==> config.mk <==
export PLATFORM = sky130hd
export DESIGN_NAME = btm_unit
export DESIGN_NICKNAME = d
export VERILOG_FILES = /design/src/rtl/btm_pkg.sv /design/src/rtl/btm_bitsel.sv /design/src/rtl/btm_alu.sv /design/src/rtl/btm_unit.sv
export SDC_FILE = /design/constraint.sdc
export NUM_CORES = 1
export LEC_CHECK = 0
export ABC_AREA = 1
export BUFFER_PORTS_ARGS = -buffer_cell sky130_fd_sc_hd__buf_2
export CORE_UTILIZATION = 40
export DETAILED_ROUTE_END_ITERATION = 10
export GPL_TIMING_DRIVEN = 1
export MAX_ROUTING_LAYER = met4
export PLACE_DENSITY = 0.81
export SLEW_MARGIN = 20
export SYNTH_ARGS = -nofsm -noshare
export SYNTH_HDL_FRONTEND = slang
export SYNTH_SLANG_ARGS = --single-unit
==> constraint.sdc <==
create_clock -name clk -period 1.26 [get_ports clk]
set_clock_uncertainty 0.2 [all_clocks]
set_input_delay 0.189 -clock clk [delete_from_list [all_inputs] [get_ports clk]]
set_output_delay 0.189 -clock clk [all_outputs]
set_load 0.03 [all_outputs]
==> src/rtl/btm_pkg.sv <==
package btm_pkg;
   typedef enum logic [2:0] {
      OP_TST_IMM = 3'd0,
      OP_TST_SET = 3'd1,
      OP_TST_CLR = 3'd2,
      OP_BIT_CLR = 3'd3,
      OP_BIT_SET = 3'd4,
      OP_BR_CLR  = 3'd5,
      OP_BR_SET  = 3'd6,
      OP_NONE    = 3'd7
   } btm_op_e;
endpackage

==> src/rtl/btm_bitsel.sv <==
module btm_bitsel #(
   parameter int DATA_W = 8,
   localparam int IDX_W = $clog2(DATA_W)
) (
   input  logic [IDX_W-1:0]  idx,
   output logic [DATA_W-1:0] mask
);
   for (genvar g = 0; g < DATA_W; g++) begin : g_dec
      assign mask[g] = (idx == IDX_W'(g));
   end
endmodule

==> src/rtl/btm_alu.sv <==
module btm_alu
   import btm_pkg::*;
#(
   parameter int DATA_W = 8
) (
   input  logic [2:0]        op,
   input  logic [DATA_W-1:0] mem,
   input  logic [DATA_W-1:0] acc,
   input  logic [DATA_W-1:0] imm,
   input  logic [DATA_W-1:0] mask,
   output logic [DATA_W-1:0] res,
   output logic              we,
   output logic              taken,
   output logic              upd,
   output logic              n_new,
   output logic              v_new,
   output logic              z_new
);
   logic bit_on;
   assign bit_on = |(mem & mask);

   always_comb begin
      res   = mem;
      we    = 1'b0;
      taken = 1'b0;
      upd   = 1'b0;
      case (btm_op_e'(op))
         OP_TST_IMM: begin res = mem & imm;  upd = 1'b1; end
         OP_TST_SET: begin res = mem | acc;  upd = 1'b1; we = 1'b1; end
         OP_TST_CLR: begin res = mem & ~acc; upd = 1'b1; we = 1'b1; end
         OP_BIT_CLR: begin res = mem & ~mask; we = 1'b1; end
         OP_BIT_SET: begin res = mem | mask;  we = 1'b1; end
         OP_BR_CLR:  taken = ~bit_on;
         OP_BR_SET:  taken = bit_on;
         default:    ;
      endcase
   end

   assign n_new = mem[DATA_W-1];
   assign v_new = mem[DATA_W-2];
   assign z_new = (res == '0);
endmodule

==> src/rtl/btm_unit.sv <==
module btm_unit
   import btm_pkg::*;
#(
   parameter int DATA_W = 8,
   localparam int IDX_W = $clog2(DATA_W)
) (
   input  logic              clk,
   input  logic              rst_n,
   input  logic              in_valid,
   output logic              in_ready,
   input  logic [2:0]        in_op,
   input  logic [DATA_W-1:0] in_mem,
   input  logic [DATA_W-1:0] in_acc,
   input  logic [DATA_W-1:0] in_imm,
   input  logic [IDX_W-1:0]  in_idx,
   output logic              out_valid,
   input  logic              out_ready,
   output logic [DATA_W-1:0] out_data,
   output logic              out_we,
   output logic              out_taken,
   output logic              flag_n,
   output logic              flag_v,
   output logic              flag_z
);
   if (DATA_W < 2 || (1 << IDX_W) != DATA_W) begin : g_bad_width
      $error("btm_unit: DATA_W must be a power of two of at least 2");
   end

   logic [DATA_W-1:0] mask, res;
   logic we, taken, upd, n_new, v_new, z_new, fire;

   btm_bitsel #(.DATA_W(DATA_W)) u_sel (.idx(in_idx), .mask(mask));

   btm_alu #(.DATA_W(DATA_W)) u_alu (
      .op(in_op), .mem(in_mem), .acc(in_acc), .imm(in_imm), .mask(mask),
      .res(res), .we(we), .taken(taken), .upd(upd),
      .n_new(n_new), .v_new(v_new), .z_new(z_new)
   );

   assign in_ready = !out_valid || out_ready;
   assign fire     = in_valid && in_ready;

   always_ff @(posedge clk or negedge rst_n) begin
      if (!rst_n) begin
         out_valid <= 1'b0;
         out_data  <= '0;
         out_we    <= 1'b0;
         out_taken <= 1'b0;
         flag_n    <= 1'b0;
         flag_v    <= 1'b0;
         flag_z    <= 1'b0;
      end else begin
         if (fire) begin
            out_valid <= 1'b1;
            out_data  <= res;
            out_we    <= we;
            out_taken <= taken;
            if (upd) begin
               flag_n <= n_new;
               flag_v <= v_new;
               flag_z <= z_new;
            end
         end else if (out_ready) begin
            out_valid <= 1'b0;
         end
      end
   end

   AST_ACCEPT_LATENCY: assert property (@(posedge clk) disable iff (!rst_n)
      fire |=> out_valid);
   AST_HOLD_RESULT: assert property (@(posedge clk) disable iff (!rst_n)
      (out_valid && !out_ready) |=> (out_valid && $stable(out_data) && $stable(out_we) && $stable(out_taken)));
   AST_FLAGS_KEPT: assert property (@(posedge clk) disable iff (!rst_n)
      (fire && in_op >= 3'd3) |=> $stable({flag_n, flag_v, flag_z}));
   AST_NO_WRITE: assert property (@(posedge clk) disable iff (!rst_n)
      (fire && (in_op == 3'd0 || in_op >= 3'd5)) |=> !out_we);
   AST_TAKEN_BRANCH_ONLY: assert property (@(posedge clk) disable iff (!rst_n)
      (fire && in_op != 3'd5 && in_op != 3'd6) |=> !out_taken);
   AST_BIT_OP_ONE_BIT: assert property (@(posedge clk) disable iff (!rst_n)
      (fire && (in_op == 3'd3 || in_op == 3'd4)) |-> $countones(res ^ in_mem) <= 1);
endmodule

==> Yosys cells after proc, flatten, opt, wreduce, memory -nomap -nowiden <==
Index checks and enable logic that the tools add are counted.
{ "word_totals": {"regBits": 14, "input_bits": 34, "out_inout_bits": 15, "elab_cells": 46} }
{ "classes": {"eq_ne": 13, "muxes": 6, "bitwise": 9, "reduce_logical": 11} }
{ "ops": {"columns": ["op", "count"], "rows": [
  ["8-bit one-hot mux with 5 select lines", 1],
  ["8-bit bitwise AND", 4],
  ["3-bit equality test, second input constant", 7],
  ["8-bit inverter", 2],
  ["8-bit OR", 2],
  ["3-bit by 2-bit equality test with 1-bit output, second input constant", 4],
  ["8-bit zero test", 1],
  ["8-bit OR reduction", 1],
  ["3-bit by 1-bit equality test with 1-bit output, second input constant", 2],
  ["3-bit zero test", 2],
  ["1-bit two-way mux", 4],
  ["4-bit OR reduction", 1],
  ["3-bit OR reduction", 1],
  ["1-bit one-hot mux with 2 select lines", 1],
  ["2-bit AND reduction", 1],
  ["2-bit nonzero test", 1],
  ["1-bit logical AND", 1],
  ["1-bit zero test", 1],
  ["1-bit logical OR", 1],
  ["1-bit inverter", 1]
]} }

==> Longest topological paths before layout <==
{ "depth": {"ltp_word": 5, "depth_mapped": 11, "mapped_depth_nobuf": 10} }

==> Hierarchy <==
A second synthesis with hierarchy kept.
{ "unflattened": {"cells_unflattened": 221, "hier_area_um2": 1288.7} }
{ "modules_own_cells": {"columns": ["mod", "n_inst", "cells_per_inst", "area_each_um2", "seq_area_each_um2"], "rows": [
  ["btm_alu", 1, 145, 653.1, 0.0],
  ["btm_unit", 1, 61, 579.3, 350.3],
  ["btm_bitsel", 1, 15, 56.3, 0.0]
]} }

==> Least setup slack after synthesis <==
Ideal clock, no wire load.
{ "synth_timing": {"path_type": "register to register", "from": "reg out_valid", "to": "reg out_taken", "setup_time_ns": 0.076, "arrival_ns": 1.486, "required_ns": 0.984, "path_slack_ns": -0.502, "path_stages_with_launch": 7, "path_buffers": 2, "period_less_slack_ns": 1.762, "cell_sequence": "dfrtp_1 nand2_1 nand2_1 buf_2 clkbuf_1 nand2_1 o21ai_1"} }
{ "synth_between": {"elab_chain_len": 3} }
{ "synth_rtl": {"columns": ["element", "line", "source"], "rows": [
  ["from (decl)", "btm_unit.sv:16", "output logic out_valid,"],
  ["from (signal assigned)", "btm_unit.sv:45", "out_valid <= 1'b0;"],
  ["from (signal assigned)", "btm_unit.sv:54", "out_valid <= 1'b1;"],
  ["from (signal assigned)", "btm_unit.sv:64", "out_valid <= 1'b0;"],
  ["1-bit zero test", "btm_unit.sv:40", "assign in_ready = !out_valid || out_ready;"],
  ["1-bit logical OR", "btm_unit.sv:40", null],
  ["via in_ready", "btm_unit.sv:10", "output logic in_ready,"],
  ["1-bit logical AND", "btm_unit.sv:41", "assign fire = in_valid && in_ready;"],
  ["to (signal assigned)", "btm_unit.sv:57", "out_taken <= taken;"],
  ["to (decl)", "btm_unit.sv:20", "output logic out_taken,"]
]} }
The timed path passes the listed nets, and every way through them passes these cells.
A chain may end at the register's enable or synchronous reset.

==> Worst setup path in the final report <==
{ "layout_timing": {"from": "reg out_valid", "to": "out in_ready"} }
{ "layout_between": {"elab_chain_len": 2} }
{ "layout_rtl": {"columns": ["element", "line"], "rows": [
  ["1-bit zero test", "btm_unit.sv:40"],
  ["1-bit logical OR", "btm_unit.sv:40"],
  ["to (decl)", "btm_unit.sv:10"]
]} }
Every way passes these cells.

==> flow_summary_export.csv <==
group,metric,value,unit
global_routing,grt_pass1_vias,1328,
sta,setup-tns-final,-0.313,ns
clocking,cts_root_buf,"clkbuf_4",
finish,diodes,0,
finish,final_cell_mix,"nand2_1, buf_2, buf_4, nand3_1, nor2_1",
sta,setup-violations-final,4,
worst_setup_path,path_common_cell,"buf_6",
synth,synth_cell_types,20,
power_and_ir_drop,seq_power_share,0.374,
power_and_ir_drop,clock_power_share,0.175,
worst_setup_path,reg2reg_from,"out_valid$_DFFE_PN0P_",
global_routing,grt_max_degree,15,
synth,synth_area,1100,µm²
global_routing,grt_pass1_wl,5220,µm
sta,slew_headroom,0.801,
power_and_ir_drop,p_sw_frac,0.389,
placement,dp_hpwl,2510,µm
routing,avgRoutedWirePerCell,11.1,µm
global_routing,grt_usage,0.249,
floorplanning,dieWidth,54.6,µm
synth,syn_inst,188,
routing,wirelength,3280,µm
worst_setup_path,required,0.87,ns
power_and_ir_drop,fin_total_pwr,1.48,mW
floorplanning,coreArea,2540,µm²
worst_setup_path,cp-end-kind,"output pin",
global_routing,grt.overflow.total,0,
placement,port_buffers,48,
clocking,numCtsBuffers,3,
finish,num-fill-cells,255,
worst_setup_path,critPathSlowestCell,"dfrtp_2",
power_and_ir_drop,ir_drop,0.739,mV
synth,ys_seq_area_frac,0.317,
finish,seq_area,352,µm²
sta,tightest_slew,0.298,ns
routing,vias,1446,
worst_setup_path,start_kind,"register",
routing,drt_first_pass_iters,5,
routing,drc,0,
run,drv_cap,0,
clocking,holdBufCountCts,1,
clocking,clock-sinks,14,
power_and_ir_drop,power_density,879,nW/µm²
worst_setup_path,cp-startpoint,"out_valid$_DFFE_PN0P_",
finish,final_common_cell,"nand2_1",
synth,yosysWarnings,0,
sta,hold_viol,1,
min_path,min_from,"in_valid",
power_and_ir_drop,p_int,903,µW
routing,drt_iter0_drc,29,
floorplanning,die_area,2980,µm²
routing,vias_per_cell,4.90,
clocking,cts_tree,"built",
placement,gp_congestion,0.936,
power_and_ir_drop,p_leak,0.960,nW
power_and_ir_drop,combinationalPowerShare,0.451,
status,violations,"hold timing, setup timing",
clocking,h-tree-depth,1,
synth,synth.avg_cell_area,5.88,µm²
sta,fin_crit,1.38,ns
finish,finalNetCount,300,
global_routing,antenna_found_initial,0,
worst_setup_path,path_max_fanout,2,
clocking,worst_skew_pair.late_latency,0.27,ns
clocking,path_clk_slew,0.09,ns
worst_setup_path,critPathArrivalTime,0.99,ns
floorplanning,die_y,54.6,µm
routing,drt.antenna.violating_nets,0,
floorplanning,io_pins,49,
sta,finalCritPeriodShare,1.09,
synth,synth_nets,222,
power_and_ir_drop,switchingPower,576,µW
sta,slew_viol_final,0,
worst_setup_path,critPathMaxStageDelay,0.44,ns
finish,multiInputGateArea,697,µm²
sta,rsz0062_at_grt,"true",
floorplanning,start_util,0.434,
synth,synth_seq_cells,14,
sta,fmax,727,MHz
floorplanning,std_cell_rows,18,
finish,drive_gt1_frac,0.374,
status,status,"finished with violations",
finish,syn2layout_area_growth,52.2,%
worst_setup_path,crit_chain,"nand2_4 > buf_6 > buf_6",
clocking,clockBufferDepth,2,
sta,setup_ws,-0.115,ns
worst_setup_path,path_class,"reg -> out",
sta,whs,-0.0356,ns
min_path,hp-class,"in -> reg",
## area by class of cell
cell class | count | share of cell area
clock buffers | 4 | 0.0156
inverters | 23 | 0.0528
well taps | 30 | 0.0223
multi-input cells | 148 | 0.414
repair buffers | 76 | 0.286
flip-flops and latches | 14 | 0.209
## worst paths after layout
| check | end | slack (ns) | depth (start not counted) |
|---|---|---|---|
| setup / recovery | in_ready | -0.12 | 3 |
| hold / removal | out_valid$_DFFE_PN0P_ | -0.04 | 3 |
| setup reg to reg | out_taken$_DFFE_PN0P_ | -0.06 | 6 |
| hold reg to reg | out_data[0]$_DFFE_PN0P_ | 0.28 | 2 |
| max in group asynchronous | out_valid$_DFFE_PN0P_ | 0.50 | 2 |
| min in group asynchronous | out_valid$_DFFE_PN0P_ | 0.12 | 2 |
## power groups by stage
stage / Combinational, mW / Clock (mW) / Sequential, mW
after global routing: 0.739 / 0.280 / 0.560
final: 0.667 / 0.258 / 0.553
after floorplan: 0.227 / 0 / 0.694
after global placement: 0.598 / 0 / 0.557
after CTS: 0.627 / 0.261 / 0.551
after detailed placement: 0.608 / 0 / 0.559
## critical path: cells and delay by family, from the launching register on
kind                   cells  cell delay [ns]
buffers and inverters      2             0.20
flip-flops                 1             0.44
AND/OR/NAND/NOR            1             0.07
## sequential cells by signal (all words and copies together) (netlist names)
signal / cells
out_valid: 1
out_data: 8
flag_v: 1
flag_z: 1
flag_n: 1
out_we: 1
out_taken: 1
## metal layers
metal / GRT usage / up-vias / share of wire
li1: - / 753 / -
met1: 0.280 / 632 / 0.42
met2: 0.447 / 55 / 0.51
met3: 0.0111 / 6 / 0.043
met4: 0.120 / 0 / 0.019
met5: - / - / 0
## logic make-up after synthesis
| logic type | after synthesis | synth area share |
|---|---|---|
| AND/OR/NAND/NOR | 131 | 0.508 |
| buffers and inverters | 27 | 0.0974 |
| AO/OA/AOI/OAI | 16 | 0.0770 |
| flip-flops | 14 | 0.317 |
## metrics by stage
| stage | setup WS, ns | instance area, µm² | cells | util | hold WS [ns] |
|---|---|---|---|---|---|
| global route | -0.170 | 1680 | 295 | 0.661 | -0.0185 |
| finish | -0.115 | 1680 | 295 | 0.661 | -0.0356 |
| global placement | -0.250 | 1560 | 286 | 0.614 | -0.109 |
| detailed placement | -0.301 | 1560 | 286 | 0.614 | -0.106 |
| CTS | -0.128 | 1630 | 292 | 0.641 | -0.0292 |
| floorplan | -0.127 | 1140 | 188 | - | -0.307 |
## cells in the mapped netlist, drive strengths merged
cell,instances,area [µm²]
nand2,77,294
nand3b,3,22.5
buf,3,17.5
dfrtp,14,350
o22ai,1,6.26
o21ai,11,55.1
a21oi,4,23.8
nand4,4,25.0
inv,23,86.3
clkbuf,1,3.75
nor3,1,5.00
nand3,24,120
nor2,22,95.1
## what timing repair did
action,CTS,global route
buffers inserted,1,2
cloned,0,1
pin swaps,1,3
resized for setup,7,13
endpoints found under the setup margin,4,14
endpoints found under the hold margin,15,1
Power figures use the tool's default switching activity.
